$ cat config.mk
export PLATFORM = sky130hd
export DESIGN_NAME = wg_dispatch_sched
export DESIGN_NICKNAME = d
export VERILOG_FILES = /design/src/rtl/wg_dispatch_sched.sv
export SDC_FILE = /design/constraint.sdc
export NUM_CORES = 1
export LEC_CHECK = 0
export BUFFER_PORTS_ARGS = -buffer_cell sky130_fd_sc_hd__buf_4
export CAP_MARGIN = 20
export CORE_UTILIZATION = 50
export CTS_CLUSTER_DIAMETER = 60
export DETAILED_ROUTE_END_ITERATION = 7
export PLACE_DENSITY_LB_ADDON = 0.15
export SLEW_MARGIN = 20
export SYNTH_ARGS = -nofsm -noshare
export SYNTH_HDL_FRONTEND = slang
export SYNTH_SLANG_ARGS = --single-unit
$ cat constraint.sdc
create_clock -name clk -period 6.5 [get_ports clk]
set_clock_uncertainty 0.15 [all_clocks]
set_input_delay 0.65 -clock clk [delete_from_list [all_inputs] [get_ports clk]]
set_output_delay 0.65 -clock clk [all_outputs]
set_load 0.05 [all_outputs]
$ cat src/rtl/wg_dispatch_sched.sv
module wg_dispatch_sched #(
  parameter int NK = 4,
  parameter int DW = 4
) (
  input  logic                    clk,
  input  logic                    rst_n,
  input  logic                    launch_valid,
  output logic                    launch_ready,
  output logic [$clog2(NK)-1:0]   launch_kid,
  input  logic [DW-1:0]           launch_nx,
  input  logic [DW-1:0]           launch_ny,
  input  logic [DW-1:0]           launch_nz,
  input  logic                    launch_notify,
  output logic                    wg_valid,
  input  logic                    wg_ready,
  output logic [$clog2(NK)-1:0]   wg_kid,
  output logic [DW-1:0]           wg_x,
  output logic [DW-1:0]           wg_y,
  output logic [DW-1:0]           wg_z,
  input  logic                    cpl_valid,
  input  logic [$clog2(NK)-1:0]   cpl_kid,
  output logic                    kern_done,
  output logic [$clog2(NK)-1:0]   kern_done_kid,
  output logic                    notify_valid,
  output logic [$clog2(NK)-1:0]   notify_kid,
  output logic [$clog2(NK):0]     outstanding,
  output logic                    host_wake,
  output logic                    pass_active,
  output logic                    cpl_error
);
  localparam int KW = $clog2(NK);
  localparam int CW = KW + 1;
  localparam int TW = 3 * DW;

  logic [DW-1:0] nx [NK];
  logic [DW-1:0] ny [NK];
  logic [DW-1:0] nz [NK];
  logic [DW-1:0] ix [NK];
  logic [DW-1:0] iy [NK];
  logic [DW-1:0] iz [NK];
  logic [TW-1:0] tot [NK];
  logic [TW-1:0] ndone [NK];
  logic [NK-1:0] act, ntf, done_list;

  logic [KW-1:0] q [NK];
  logic [KW-1:0] qh, qt;
  logic [CW-1:0] qcnt, fail;
  logic          busy, pend;

  logic          free_found;
  logic [KW-1:0] free_kid;

  always_comb begin
    free_found = 1'b0;
    free_kid   = '0;
    for (int i = NK - 1; i >= 0; i--) begin
      if (!act[i]) begin
        free_found = 1'b1;
        free_kid   = KW'(i);
      end
    end
  end

  wire [KW-1:0] hk = q[qh];
  wire go       = busy && (qcnt > fail);
  wire h_last   = (ix[hk] == nx[hk] - DW'(1)) && (iy[hk] == ny[hk] - DW'(1)) &&
                  (iz[hk] == nz[hk] - DW'(1));
  wire accept   = go && wg_ready;
  wire refuse   = go && !wg_ready;
  wire pop      = refuse || (accept && h_last);

  wire launch_fire = launch_valid && launch_ready;
  wire push        = launch_fire || refuse;
  wire pass_start  = !busy && pend;
  wire pass_end    = busy && !go;

  wire cpl_hit = cpl_valid && act[cpl_kid];
  wire cpl_fin = cpl_hit && (ndone[cpl_kid] + TW'(1) == tot[cpl_kid]);

  assign launch_ready = !busy && free_found;
  assign launch_kid   = free_kid;
  assign wg_valid     = go;
  assign wg_kid       = hk;
  assign wg_x         = ix[hk];
  assign wg_y         = iy[hk];
  assign wg_z         = iz[hk];
  assign pass_active  = busy;

  function automatic logic [KW-1:0] nxt(input logic [KW-1:0] p);
    return (p == KW'(NK - 1)) ? '0 : p + KW'(1);
  endfunction

  always_ff @(posedge clk or negedge rst_n) begin
    if (!rst_n) begin
      busy <= 1'b0;
      pend <= 1'b0;
      fail <= '0;
      qh <= '0;
      qt <= '0;
      qcnt <= '0;
      act <= '0;
      ntf <= '0;
      done_list <= '0;
      kern_done <= 1'b0;
      kern_done_kid <= '0;
      notify_valid <= 1'b0;
      notify_kid <= '0;
      outstanding <= '0;
      host_wake <= 1'b0;
      cpl_error <= 1'b0;
      for (int i = 0; i < NK; i++) begin
        q[i] <= '0;
        nx[i] <= '0;
        ny[i] <= '0;
        nz[i] <= '0;
        ix[i] <= '0;
        iy[i] <= '0;
        iz[i] <= '0;
        tot[i] <= '0;
        ndone[i] <= '0;
      end
    end else begin
      pend <= (pend && !pass_start) || launch_fire || cpl_hit;
      if (pass_start)    busy <= 1'b1;
      else if (pass_end) busy <= 1'b0;
      fail <= pass_start ? '0 : fail + CW'(refuse);

      if (push) begin
        q[qt] <= launch_fire ? free_kid : hk;
        qt    <= nxt(qt);
      end
      if (pop) qh <= nxt(qh);
      qcnt <= qcnt + CW'(push) - CW'(pop);

      if (launch_fire) begin
        act[free_kid]   <= 1'b1;
        ntf[free_kid]   <= launch_notify;
        nx[free_kid]    <= launch_nx;
        ny[free_kid]    <= launch_ny;
        nz[free_kid]    <= launch_nz;
        ix[free_kid]    <= '0;
        iy[free_kid]    <= '0;
        iz[free_kid]    <= '0;
        ndone[free_kid] <= '0;
        tot[free_kid]   <= TW'(launch_nx) * TW'(launch_ny) * TW'(launch_nz);
      end

      if (accept && !h_last) begin
        if (ix[hk] != nx[hk] - DW'(1)) begin
          ix[hk] <= ix[hk] + DW'(1);
        end else begin
          ix[hk] <= '0;
          if (iy[hk] != ny[hk] - DW'(1)) begin
            iy[hk] <= iy[hk] + DW'(1);
          end else begin
            iy[hk] <= '0;
            iz[hk] <= iz[hk] + DW'(1);
          end
        end
      end

      if (cpl_hit) begin
        if (cpl_fin) act[cpl_kid] <= 1'b0;
        else         ndone[cpl_kid] <= ndone[cpl_kid] + TW'(1);
      end
      if (cpl_valid && !act[cpl_kid]) cpl_error <= 1'b1;

      done_list <= (pass_end ? '0 : done_list) |
                   (cpl_fin ? (NK'(1) << cpl_kid) : '0);
      host_wake     <= pass_end && (|done_list);
      kern_done     <= cpl_fin;
      kern_done_kid <= cpl_kid;
      notify_valid  <= cpl_fin && ntf[cpl_kid];
      notify_kid    <= cpl_kid;
      outstanding   <= outstanding + CW'(launch_fire) - CW'(cpl_fin);
    end
  end
endmodule

==> results of run 1 <==
per-layer routing:
metal | global-route usage, % | up-vias
li1 | - | 3989
met1 | 31.1 | 4239
met2 | 35.7 | 148
met3 | 2.49 | 33
met4 | 5.05 | 0
met5 | 0 | -
worst max-delay path: cells and delay by family (launching register included):
kind / cells / cell delay (ns)
xor gates and xnor gates: 3 / 0.51
muxes: 2 / 1.40
and+or+nand+nor: 2 / 0.64
DFF: 1 / 0.47
buffers and inverters: 3 / 0.65
AOI/OAI and AO/OA: 2 / 0.70
adders and majority gates: 3 / 0.79
registers in the layout (all words and copies together) (netlist names), 8 cells and up:
register	flops
ndone	48
tot	48
ix	16
iy	16
iz	16
nx	16
ny	16
nz	16
q	8
cells in the mapped netlist, drive strengths merged, types with 2 or more instances:
master / instances / share of area [%]
a211oi: 6 / 0.50
a21o: 5 / 0.29
a21oi: 24 / 0.92
a22o: 4 / 0.27
a31o: 6 / 0.40
a31oi: 5 / 0.43
and2: 25 / 1.2
and3: 8 / 0.38
and3b: 2 / 0.13
and4: 3 / 0.20
buf: 33 / 1.9
clkbuf: 33 / 0.95
dfrtp: 233 / 45
fa: 18 / 2.8
ha: 49 / 4.7
inv: 54 / 1.6
mux2: 74 / 6.4
mux2i: 129 / 10
mux4: 31 / 5.4
nand2: 185 / 5.3
nand2b: 8 / 0.38
nand3: 13 / 0.50
nand3b: 2 / 0.12
nand4: 6 / 0.29
nor2: 14 / 0.40
nor2b: 5 / 0.24
nor3: 6 / 0.23
nor3b: 4 / 0.27
nor4: 2 / 0.096
nor4b: 2 / 0.18
o21ai: 44 / 1.7
o21bai: 6 / 0.35
o22ai: 16 / 0.77
or3: 7 / 0.34
or4b: 4 / 0.31
xnor2: 38 / 2.6
xnor3: 6 / 1.0
xor2: 17 / 1.2
final timing paths:
check                               start        end  slack, ns  cells past startpoint
worst max-delay path                qh[0]    qcnt[2]       1.07                     15
worst min-delay path                rst_n    qcnt[2]      -0.04                      1
worst max register to register      qh[0]    qcnt[2]       1.07                     15
worst min register to register       pend    fail[2]       0.32                      1
max in group asynchronous           rst_n      ny[2]       5.01                      3
min in group clk                cpl_valid  cpl_error       0.21                      3
metrics by stage:
| step | area, um^2 | util [%] | cells | setup WS [ns] |
|---|---|---|---|---|
| 2_1_floorplan | 13000 | - | 1135 | 0.878 |
| 3_3_place_gp | 13600 | 53.4 | 1459 | 0.688 |
| 3_5_place_dp | 13600 | 53.4 | 1459 | 0.617 |
| 4_1_cts | 14500 | 57.1 | 1509 | 1.04 |
| 5_1_grt | 14500 | 57.2 | 1510 | 0.786 |
| 6_report | 14500 | 57.2 | 1510 | 1.07 |
cells by family (layout without fill, tap and decap cells):
group,after synthesis,in the layout,synth area share (%)
and+or+nand+nor,298,298,10.7
muxes,234,234,21.8
DFF,233,233,44.7
AOI/OAI and AO/OA,122,122,6.14
buffers and inverters,120,165,4.36
adders and majority gates,67,67,7.46
xor gates and xnor gates,61,61,4.84
final cells by class:
type	instances	area [um^2]	area share, %
Timing Repair Buffer	61	485	3.34
Sequential cell	233	5830	40.2
Clock buffer	36	749	5.16
Inverter	54	203	1.40
Multi-Input combinational cell	782	6650	45.8
Tap cell	330	413	2.84
Clock inverter	14	189	1.30
power breakdown:
part	total (uW)	switching (uW)	internal [uW]
sequential	2150	247	1900
combinational	2910	1680	1230
clock	1580	610	971
total	6640	2540	4100
==> flow_results.xml, run 1 <==
<?xml version="1.0" encoding="UTF-8"?>
<metrics>
  <group name="timing">
    <metric name="final.setup.tns" unit="ns">0</metric>
    <metric name="worst-slew-pin-transition" unit="ns">0.822</metric>
    <metric name="min_period_over_period" unit="%">83.6</metric>
    <metric name="fin_crit" unit="ns">5.43</metric>
    <metric name="max_freq" unit="MHz">184</metric>
    <metric name="final-max-slew-violation-count" unit="">0</metric>
    <metric name="finalSetupViolCount" unit="">0</metric>
    <metric name="grt_setup_unrepaired" unit="">no</metric>
    <metric name="relSlewSlack" unit="%">45.1</metric>
    <metric name="fin_worst_hold_slack" unit="ns">-0.0412</metric>
    <metric name="finalHoldViolations" unit="">11</metric>
  </group>
  <group name="outcome">
    <metric name="failed_checks" unit="">negative hold slack</metric>
    <metric name="run_status" unit="">finished with violations</metric>
  </group>
  <group name="route">
    <metric name="dr.pass1.iters" unit="">5</metric>
    <metric name="drt-initial-drc-count" unit="">553</metric>
    <metric name="post_drt_via_cell_ratio" unit="">5.57</metric>
    <metric name="vias" unit="">8409</metric>
    <metric name="top_signal_layer_used" unit="">met4</metric>
    <metric name="amount_of_wire_on_met2_after_detailed_routing" unit="um">12900</metric>
    <metric name="drt-total-wl" unit="um">27400</metric>
    <metric name="routedWlPerCell" unit="um">18.1</metric>
    <metric name="dr_wl_met3" unit="um">857</metric>
    <metric name="wirelength_met1" unit="um">13100</metric>
    <metric name="post-route-drc-count" unit="">0</metric>
    <metric name="antenna_violating_nets_post_route" unit="">0</metric>
  </group>
  <group name="clock_tree">
    <metric name="post_cts.resized_instances" unit="">0</metric>
    <metric name="post_cts_setup_repair_buffer_count" unit="">0</metric>
    <metric name="htree_levels" unit="">1</metric>
    <metric name="hold_buffer_count_at_cts" unit="">0</metric>
    <metric name="max-clock-path-buffers" unit="">3</metric>
    <metric name="tritoncts_num_sinks" unit="">233</metric>
    <metric name="worstSkewPairLatency" unit="ns">0.54</metric>
    <metric name="path_clk_slew" unit="ns">0.06</metric>
    <metric name="root_buffer" unit="">clkbuf_16</metric>
    <metric name="tritoncts" unit="">built</metric>
    <metric name="cts_buffers" unit="">27</metric>
  </group>
  <group name="finish">
    <metric name="syn2layout_area_growth" unit="%">11.3</metric>
    <metric name="diode_insertion_count_for_antenna_repair" unit="">0</metric>
    <metric name="most_frequent_standard_cell_in_the_layout_excluding_fill_and_tap_cells" unit="">dfrtp_1</metric>
    <metric name="drive_above_1_share" unit="%">20.3</metric>
    <metric name="filler_cell_count" unit="">2189</metric>
    <metric name="layout.cells.most_common_list" unit="">dfrtp_1, nand2_1, mux2i_1</metric>
    <metric name="layout.nets" unit="">1246</metric>
  </group>
  <group name="logic_synthesis">
    <metric name="synth.ff_latch_count" unit="">233</metric>
    <metric name="synthesis.instances" unit="">1135</metric>
    <metric name="synth-edff-count" unit="">0</metric>
    <metric name="syn-mean-instance-area" unit="um^2">11.5</metric>
    <metric name="synth_ff_type" unit="">dfrtp_1</metric>
    <metric name="synth_sequential_area_ratio" unit="%">44.7</metric>
    <metric name="synth_area" unit="mm^2">0.0130</metric>
    <metric name="syn_nets" unit="">1222</metric>
    <metric name="postSynth.asyncResetShare" unit="%">100</metric>
    <metric name="synth_warnings" unit="">0</metric>
    <metric name="synth_cell_type_count" unit="">58</metric>
  </group>
  <group name="place">
    <metric name="post-dp-hpwl" unit="um">17800</metric>
    <metric name="globalplace.congestion" unit="">0.775</metric>
    <metric name="placement.io_buffers" unit="">49</metric>
  </group>
  <group name="critical_path">
    <metric name="cp.required" unit="ns">6.81</metric>
    <metric name="timing.critical_path.slowest_stage_cell" unit="">mux4_2</metric>
    <metric name="crit_path_cell_trace" unit="">mux4_2 &gt; buf_4 &gt; mux4_2 &gt; xor2_1 &gt; or4_1 &gt; o2bb2ai_4 &gt; nand3_1 &gt; a21oi_1 &gt; ha_1 &gt; inv_1 &gt; ha_1 &gt; inv_1 &gt; fa_1 &gt; xnor2_1 &gt; xnor2_1</metric>
    <metric name="timing.critical_path.arrival" unit="ns">5.75</metric>
    <metric name="crit_type" unit="">flop to flop</metric>
    <metric name="critical_path_source_type" unit="">flop</metric>
    <metric name="critPathMaxStageDelay" unit="ns">0.92</metric>
    <metric name="critPathCaptureType" unit="">flop</metric>
    <metric name="worstPathMaxFanout" unit="">30</metric>
  </group>
  <group name="floorplan">
    <metric name="core.rowCount" unit="">58</metric>
    <metric name="core_area" unit="mm^2">0.0254</metric>
    <metric name="chipHeight" unit="um">164</metric>
    <metric name="area_enclosed_by_the_die_boundary" unit="mm^2">0.0267</metric>
    <metric name="initial_utilization" unit="%">51.4</metric>
    <metric name="die-width" unit="um">164</metric>
    <metric name="top_level_ports" unit="">50</metric>
  </group>
  <group name="power">
    <metric name="p_leak" unit="uW">0.00688</metric>
    <metric name="finalPower" unit="uW">6640</metric>
    <metric name="ir_drop" unit="V">0.000281</metric>
    <metric name="powerDensity" unit="mW/mm^2">457</metric>
  </group>
  <group name="global_routing">
    <metric name="wire_length_of_the_first_global_routing_pass" unit="um">46300</metric>
    <metric name="grt_start_max_net_pins" unit="">108</metric>
    <metric name="antenna_violations_before_repair" unit="">0</metric>
    <metric name="track_usage" unit="%">21.8</metric>
    <metric name="globalRoute.totalOverflow" unit="">0</metric>
    <metric name="number_of_global_route_vias_before_repair" unit="">8762</metric>
  </group>
  <group name="min_path">
    <metric name="hold_crit_class" unit="">primary input to asynchronous set/reset pin</metric>
  </group>
  <group name="run">
    <metric name="drv_cap" unit="">0</metric>
  </group>
</metrics>
Power figures use the tool's default switching activity.
==> inputs of run 2 (changes only) <==
clock period = 4.7 ns   (was 6.5 ns; I/O delays follow)
==> run 2 against run 1 <==
  * The flow now finishes without violations
  * Sequential cell count stayed put
  * Clock power is 46% higher
  * Critical path depth is 7 higher
  * Clock-buffer cell count stayed put
  * Routed wire length is 4.1% higher
  * Critical endpoint is now tot[10]
  * Global-route usage is 0.54 points higher
  * Cell area is 5.8% higher
  * Worst setup slack worse by 0.97 ns
  * Non-clock buffer count is 62 higher
  * Final cell count is 4.4% higher
  * Largest power group unchanged
  * Sequential power is 38% higher
==> flow_results.xml, run 2 (synthesis gave the netlist of run 1 again) <==
<?xml version="1.0" encoding="UTF-8"?>
<metrics>
  <group name="outcome">
    <metric name="run_status" unit="">completed</metric>
  </group>
  <group name="global_routing">
    <metric name="wire_length_of_the_first_global_routing_pass" unit="um">47500</metric>
    <metric name="track_usage" unit="%">22.4</metric>
    <metric name="grt_start_max_net_pins" unit="">119</metric>
    <metric name="globalRoute.totalOverflow" unit="">0</metric>
    <metric name="antenna_violations_before_repair" unit="">0</metric>
    <metric name="number_of_global_route_vias_before_repair" unit="">9204</metric>
  </group>
  <group name="critical_path">
    <metric name="cp.buffers_inverters" unit="">5</metric>
    <metric name="critical_path_source_type" unit="">primary input</metric>
    <metric name="critPathMaxStageDelay" unit="ns">0.54</metric>
    <metric name="cpLargestDelayFamily" unit="">adder cells</metric>
    <metric name="timing.critical_path.slowest_stage_cell" unit="">fa_1</metric>
    <metric name="crit_path_cell_trace" unit="">buf_8 &gt; nand2_4 &gt; fa_1 &gt; fa_1 &gt; inv_1 &gt; ha_1 &gt; a21o_1 &gt; a21oi_2 &gt; xnor2_2 &gt; and2_1 &gt; fa_1 &gt; inv_1 &gt; fa_1 &gt; inv_2 &gt; ha_4 &gt; inv_2 &gt; o21bai_4 &gt; a21oi_2 &gt; o21bai_1 &gt; a21oi_2 &gt; xor2_2 &gt; o21ai_1</metric>
    <metric name="critPathCaptureType" unit="">flop</metric>
    <metric name="crit_type" unit="">primary input to flop</metric>
    <metric name="worstPathMaxFanout" unit="">4</metric>
    <metric name="critPathMostFrequentCell" unit="">fa_1</metric>
    <metric name="timing.critical_path.arrival" unit="ns">4.84</metric>
    <metric name="cp.required" unit="ns">4.94</metric>
  </group>
  <group name="power">
    <metric name="p_leak" unit="uW">0.00729</metric>
    <metric name="netsw" unit="uW">3690</metric>
    <metric name="ir_drop" unit="V">0.000545</metric>
    <metric name="powerDensity" unit="mW/mm^2">636</metric>
    <metric name="power.switching_fraction" unit="%">37.8</metric>
    <metric name="internal_power_component" unit="uW">6080</metric>
    <metric name="comb_power_share" unit="%">46.0</metric>
    <metric name="power_frac_clock" unit="%">23.6</metric>
    <metric name="seqPwrFrac" unit="%">30.4</metric>
  </group>
  <group name="clock_tree">
    <metric name="path_clk_slew" unit="ns">0.06</metric>
    <metric name="root_buffer" unit="">clkbuf_16</metric>
    <metric name="tritoncts_num_sinks" unit="">233</metric>
    <metric name="tritoncts" unit="">built</metric>
    <metric name="htree_levels" unit="">1</metric>
    <metric name="max-clock-path-buffers" unit="">3</metric>
    <metric name="worstSkewPairLatency" unit="ns">0.54</metric>
    <metric name="cts_buffers" unit="">29</metric>
  </group>
  <group name="floorplan">
    <metric name="core.rowCount" unit="">58</metric>
    <metric name="initial_utilization" unit="%">51.4</metric>
    <metric name="top_level_ports" unit="">50</metric>
    <metric name="area_enclosed_by_the_die_boundary" unit="mm^2">0.0267</metric>
    <metric name="chipHeight" unit="um">164</metric>
    <metric name="die-width" unit="um">164</metric>
    <metric name="core_area" unit="mm^2">0.0254</metric>
  </group>
  <group name="finish">
    <metric name="syn2layout_area_growth" unit="%">17.7</metric>
    <metric name="reg_top3" unit="">ndone (48), tot (48)</metric>
    <metric name="most_frequent_standard_cell_in_the_layout_excluding_fill_and_tap_cells" unit="">dfrtp_1</metric>
    <metric name="layout.cells.most_common_list" unit="">dfrtp_1, nand2_1, mux2i_1</metric>
    <metric name="layout.nets" unit="">1310</metric>
    <metric name="diode_insertion_count_for_antenna_repair" unit="">0</metric>
    <metric name="post_layout_nonfiller_instances" unit="">1576</metric>
    <metric name="finish.utilization" unit="%">60.5</metric>
    <metric name="filler_cell_count" unit="">2109</metric>
    <metric name="drive_above_1_share" unit="%">27.4</metric>
  </group>
  <group name="place">
    <metric name="post-dp-hpwl" unit="um">19100</metric>
    <metric name="globalplace.congestion" unit="">0.802</metric>
    <metric name="placement.setup.worst_slack" unit="ns">-0.554</metric>
    <metric name="post-place-cells" unit="">1513</metric>
    <metric name="placement.io_buffers" unit="">49</metric>
  </group>
  <group name="route">
    <metric name="post-route-drc-count" unit="">0</metric>
    <metric name="routedWlPerCell" unit="um">18.1</metric>
    <metric name="drt-initial-drc-count" unit="">414</metric>
    <metric name="dr.pass1.iters" unit="">4</metric>
    <metric name="antenna_violating_nets_post_route" unit="">0</metric>
    <metric name="post_drt_via_cell_ratio" unit="">5.53</metric>
    <metric name="drt-total-wl" unit="um">28500</metric>
    <metric name="vias" unit="">8722</metric>
  </group>
  <group name="timing">
    <metric name="relSlewSlack" unit="%">39.0</metric>
    <metric name="min_period_over_period" unit="%">97.9</metric>
    <metric name="max_freq" unit="MHz">217</metric>
    <metric name="worst-slew-pin-transition" unit="ns">0.912</metric>
    <metric name="final-max-slew-violation-count" unit="">0</metric>
    <metric name="postLayoutSetupSlackWorst" unit="ns">0.100</metric>
    <metric name="fin_crit" unit="ns">4.60</metric>
    <metric name="finalHoldViolations" unit="">0</metric>
    <metric name="grt_setup_unrepaired" unit="">yes</metric>
    <metric name="finalSetupViolCount" unit="">0</metric>
  </group>
  <group name="run">
    <metric name="drv_cap" unit="">0</metric>
  </group>
  <group name="min_path">
    <metric name="hold_crit_class" unit="">primary input to flop</metric>
  </group>
</metrics>
==> run 2: changes by cell type in the layout (fill, tap and decap cells not counted), sizes merged <==
cell | before | now
dlygate4sd3 | 0 | 3
clkinv | 6 | 7
buf | 61 | 120
inv | 55 | 58
==> run 2: layout make-up <==
type / instances / area, um^2 / share of cell area (%)
Tap cell: 330 / 413 / 2.69
Clock inverter: 18 / 219 / 1.43
Clock buffer: 36 / 792 / 5.16
Sequential cell: 233 / 5830 / 38.0
Timing Repair Buffer: 123 / 1010 / 6.58
Inverter: 54 / 203 / 1.32
Multi-Input combinational cell: 782 / 6890 / 44.9
==> run 2: through the flow <==
stage	hold slack, ns	TNS, ns	cell area (um^2)	total power, uW
after floorplan	0.0244	-1.73	13200	6280
after global placement	0.310	-6.42	14100	7300
after detailed placement	0.317	-9.03	14100	7390
after CTS	0.0157	0	15200	9740
after global routing	0.0350	-0.255	15400	10400
final	0.0415	0	15400	9770
==> run 2: routing by layer <==
metal / track usage, % / up-vias / routed length (um)
met2: 37.6 / 127 / 13800
met5: 0 / - / 0
met1: 31.2 / 4441 / 13500
li1: - / 4122 / -
met4: 4.71 / 0 / 450
met3: 2.56 / 32 / 813
==> run 2: power groups by stage <==
| stage | logic, uW | clock network, uW | registers, uW |
|---|---|---|---|
| 6_report | 4490 | 2310 | 2970 |
| 5_1_grt | 4930 | 2430 | 3060 |
| 4_1_cts | 4420 | 2350 | 2970 |
| 3_5_place_dp | 4390 | 0 | 3010 |
| 3_3_place_gp | 4320 | 0 | 2980 |
| 2_1_floorplan | 3300 | 0 | 2970 |
==> run 2: worst paths after layout <==
path	from	to	slack [ns]	cells past startpoint
min in group asynchronous	rst_n	qcnt[1]	0.44	2
hold reg to reg	tot[8]	tot[8]	0.33	2
hold / removal	launch_notify	ntf[3]	0.04	2
setup reg to reg	qh[0]	qcnt[2]	0.22	17
max in group asynchronous	rst_n	nx[2]	2.89	3
setup / recovery	launch_nx[0]	tot[10]	0.10	22
==> run 2: what timing repair did <==
action                                  4_1_cts  5_1_grt
hold buffers                                  3        0
endpoints found under the hold margin       118        0
endpoints found under the setup margin        0       18
setup buffers                                 0        6
gates resized for setup                       0       24
==> inputs of run 3 (changes only) <==
CTS_BUF_LIST = sky130_fd_sc_hd__clkbuf_8   (was not set)
clock period = 5.71 ns   (was 4.7 ns; I/O delays follow)
==> run 3 against run 2 <==
  * Critical path depth decreased by 3
  * Worst setup slack improved by 0.39 ns
  * Sequential cell count unchanged
  * Total power decreased by 26%
  * Worst hold slack improved by 0.11 ns
  * Die area unchanged
  * First-iteration DRC count increased by 8.0%
  * Sequential power decreased by 18%
  * Utilization decreased by 3.8 points
  * Highest routed layer unchanged
  * Final cell count decreased by 2.7%
==> flow_results.xml, run 3 (synthesis gave the netlist of run 1 again) <==
<?xml version="1.0" encoding="UTF-8"?>
<metrics>
  <group name="clock_tree">
    <metric name="tritoncts_num_sinks" unit="">233</metric>
    <metric name="htree_levels" unit="">2</metric>
    <metric name="path_clk_slew" unit="ns">0.06</metric>
    <metric name="max-clock-path-buffers" unit="">3</metric>
    <metric name="post_cts.resized_instances" unit="">0</metric>
    <metric name="root_buffer" unit="">clkbuf_8</metric>
    <metric name="cts_buffers" unit="">41</metric>
    <metric name="post_cts_setup_repair_buffer_count" unit="">0</metric>
    <metric name="worstSkewPairLatency" unit="ns">0.53</metric>
    <metric name="hold_buffer_count_at_cts" unit="">1</metric>
    <metric name="tritoncts" unit="">built</metric>
  </group>
  <group name="route">
    <metric name="antenna_violating_nets_post_route" unit="">0</metric>
    <metric name="post-route-drc-count" unit="">0</metric>
    <metric name="dr.pass1.iters" unit="">4</metric>
    <metric name="routedWlPerCell" unit="um">18.2</metric>
    <metric name="post_drt_via_cell_ratio" unit="">5.57</metric>
    <metric name="drt-total-wl" unit="um">27900</metric>
    <metric name="drt-initial-drc-count" unit="">447</metric>
    <metric name="vias" unit="">8542</metric>
  </group>
  <group name="floorplan">
    <metric name="top_level_ports" unit="">50</metric>
    <metric name="core.rowCount" unit="">58</metric>
    <metric name="core_area" unit="mm^2">0.0254</metric>
    <metric name="area_enclosed_by_the_die_boundary" unit="mm^2">0.0267</metric>
    <metric name="initial_utilization" unit="%">51.4</metric>
    <metric name="chipHeight" unit="um">164</metric>
    <metric name="die-width" unit="um">164</metric>
  </group>
  <group name="power">
    <metric name="netsw" unit="uW">2850</metric>
    <metric name="power_frac_clock" unit="%">19.3</metric>
    <metric name="powerDensity" unit="mW/mm^2">501</metric>
    <metric name="finalPower" unit="uW">7210</metric>
    <metric name="ir_drop" unit="V">0.000334</metric>
    <metric name="seqPwrFrac" unit="%">33.9</metric>
    <metric name="power.switching_fraction" unit="%">39.5</metric>
    <metric name="p_leak" unit="uW">0.00690</metric>
    <metric name="internal_power_component" unit="uW">4360</metric>
    <metric name="comb_power_share" unit="%">46.7</metric>
  </group>
  <group name="place">
    <metric name="place_area" unit="mm^2">0.0137</metric>
    <metric name="placement.io_buffers" unit="">49</metric>
    <metric name="globalplace.congestion" unit="">0.757</metric>
    <metric name="post-dp-hpwl" unit="um">18300</metric>
  </group>
  <group name="timing">
    <metric name="grt_setup_unrepaired" unit="">no</metric>
    <metric name="min_period_over_period" unit="%">91.4</metric>
    <metric name="fin_worst_hold_slack" unit="ns">0.148</metric>
    <metric name="max_freq" unit="MHz">192</metric>
    <metric name="finalHoldViolations" unit="">0</metric>
    <metric name="final.setup.tns" unit="ns">0</metric>
    <metric name="worst-slew-pin-transition" unit="ns">0.861</metric>
    <metric name="finalSetupViolCount" unit="">0</metric>
    <metric name="fin_crit" unit="ns">5.22</metric>
    <metric name="final-max-slew-violation-count" unit="">0</metric>
    <metric name="relSlewSlack" unit="%">42.6</metric>
  </group>
  <group name="finish">
    <metric name="reg_top3" unit="">ndone (48), tot (48)</metric>
    <metric name="finish.instance_area" unit="mm^2">0.0144</metric>
    <metric name="filler_cell_count" unit="">2178</metric>
    <metric name="layout.cells.most_common_list" unit="">dfrtp_1, nand2_1, mux2i_1</metric>
    <metric name="syn2layout_area_growth" unit="%">10.4</metric>
    <metric name="layout.nets" unit="">1273</metric>
    <metric name="drive_above_1_share" unit="%">21.3</metric>
    <metric name="diode_insertion_count_for_antenna_repair" unit="">0</metric>
    <metric name="most_frequent_standard_cell_in_the_layout_excluding_fill_and_tap_cells" unit="">dfrtp_1</metric>
  </group>
  <group name="global_routing">
    <metric name="wire_length_of_the_first_global_routing_pass" unit="um">46600</metric>
    <metric name="grt_start_max_net_pins" unit="">124</metric>
    <metric name="number_of_global_route_vias_before_repair" unit="">8815</metric>
    <metric name="globalRoute.totalOverflow" unit="">0</metric>
    <metric name="track_usage" unit="%">22.1</metric>
    <metric name="antenna_violations_before_repair" unit="">0</metric>
  </group>
  <group name="critical_path">
    <metric name="setup.reg_to_reg.worst_slack" unit="ns">0.76</metric>
    <metric name="path_depth_of_the_worst_reg2reg_path" unit="">19</metric>
    <metric name="critPathCaptureType" unit="">flop</metric>
    <metric name="timing.critical_path.arrival" unit="ns">5.43</metric>
    <metric name="critical_path_source_type" unit="">primary input</metric>
    <metric name="worstReg2RegEnd" unit="">qcnt[2]</metric>
    <metric name="crit_type" unit="">primary input to flop</metric>
    <metric name="worstPathMaxFanout" unit="">8</metric>
    <metric name="r2r_start" unit="">qh[0]</metric>
    <metric name="cp.required" unit="ns">5.92</metric>
  </group>
  <group name="min_path">
    <metric name="hold_depth" unit="">3</metric>
    <metric name="worstHoldEndpoint" unit="">cpl_error</metric>
    <metric name="hold_crit_class" unit="">primary input to flop</metric>
    <metric name="hp-start" unit="">cpl_valid</metric>
  </group>
  <group name="run">
    <metric name="drv_cap" unit="">0</metric>
  </group>
  <group name="outcome">
    <metric name="run_status" unit="">completed</metric>
  </group>
</metrics>
==> run 3: critical path, cell delays in order <==
cell	delay, ns
buf_4	0.12
nand2_1	0.08
fa_1	0.50
fa_1	0.51
buf_4	0.15
fa_1	0.45
xnor2_1	0.29
nand2_1	0.12
fa_1	0.47
fa_1	0.54
inv_1	0.04
ha_1	0.30
inv_1	0.09
o21bai_1	0.08
a21oi_1	0.20
o21bai_1	0.10
a21o_1	0.20
a311oi_1	0.46
o21ai_0	0.15
==> run 3: stage by stage <==
step / setup WS (ns) / std cells / util, %
2_1_floorplan: 0.167 / 1135 / -
3_3_place_gp: 0.0664 / 1472 / 53.9
3_5_place_dp: -0.0737 / 1472 / 53.9
4_1_cts: 0.470 / 1534 / 56.7
5_1_grt: 0.0847 / 1534 / 56.7
6_report: 0.489 / 1534 / 56.7
==> run 3: routing by layer <==
| layer | global-route usage, % | vias up | part of all wire [%] |
|---|---|---|---|
| met5 | 0 | - | 0 |
| met4 | 6.44 | 0 | 1.9 |
| met3 | 3.48 | 45 | 3.8 |
| met2 | 35.2 | 158 | 46 |
| met1 | 31.1 | 4292 | 48 |
| li1 | - | 4047 | - |
==> run 3: power by group through the flow <==
stage | registers [uW] | logic, uW | clock network (uW)
2_1_floorplan | 2450 | 2630 | 0
3_3_place_gp | 2460 | 3330 | 0
3_5_place_dp | 2470 | 3400 | 0
4_1_cts | 2450 | 3410 | 1440
5_1_grt | 2520 | 3720 | 1510
6_report | 2450 | 3370 | 1400
==> run 3: area by class of cell <==
cell class / instances / area [um^2] / share of cell area (%)
inverters: 54 / 203 / 1.41
well taps: 330 / 413 / 2.87
clock buffers: 48 / 661 / 4.59
flip-flops and latches: 233 / 5830 / 40.5
clock inverters: 13 / 55.1 / 0.382
multi-input cells: 782 / 6650 / 46.2
repair buffers: 74 / 591 / 4.10
==> run 3: how the worst max path moves through the flow <==
stage	cells after the start	slack [ns]	from	endpoint
floorplan	20	0.17	launch_nx[0]	tot[11]
global placement	18	0.07	launch_ny[3]	tot[47]
detailed placement	19	-0.07	launch_ny[3]	tot[47]
CTS	19	0.47	launch_ny[3]	tot[47]
global route	19	0.08	launch_ny[3]	tot[47]
finish	19	0.49	launch_ny[3]	tot[47]
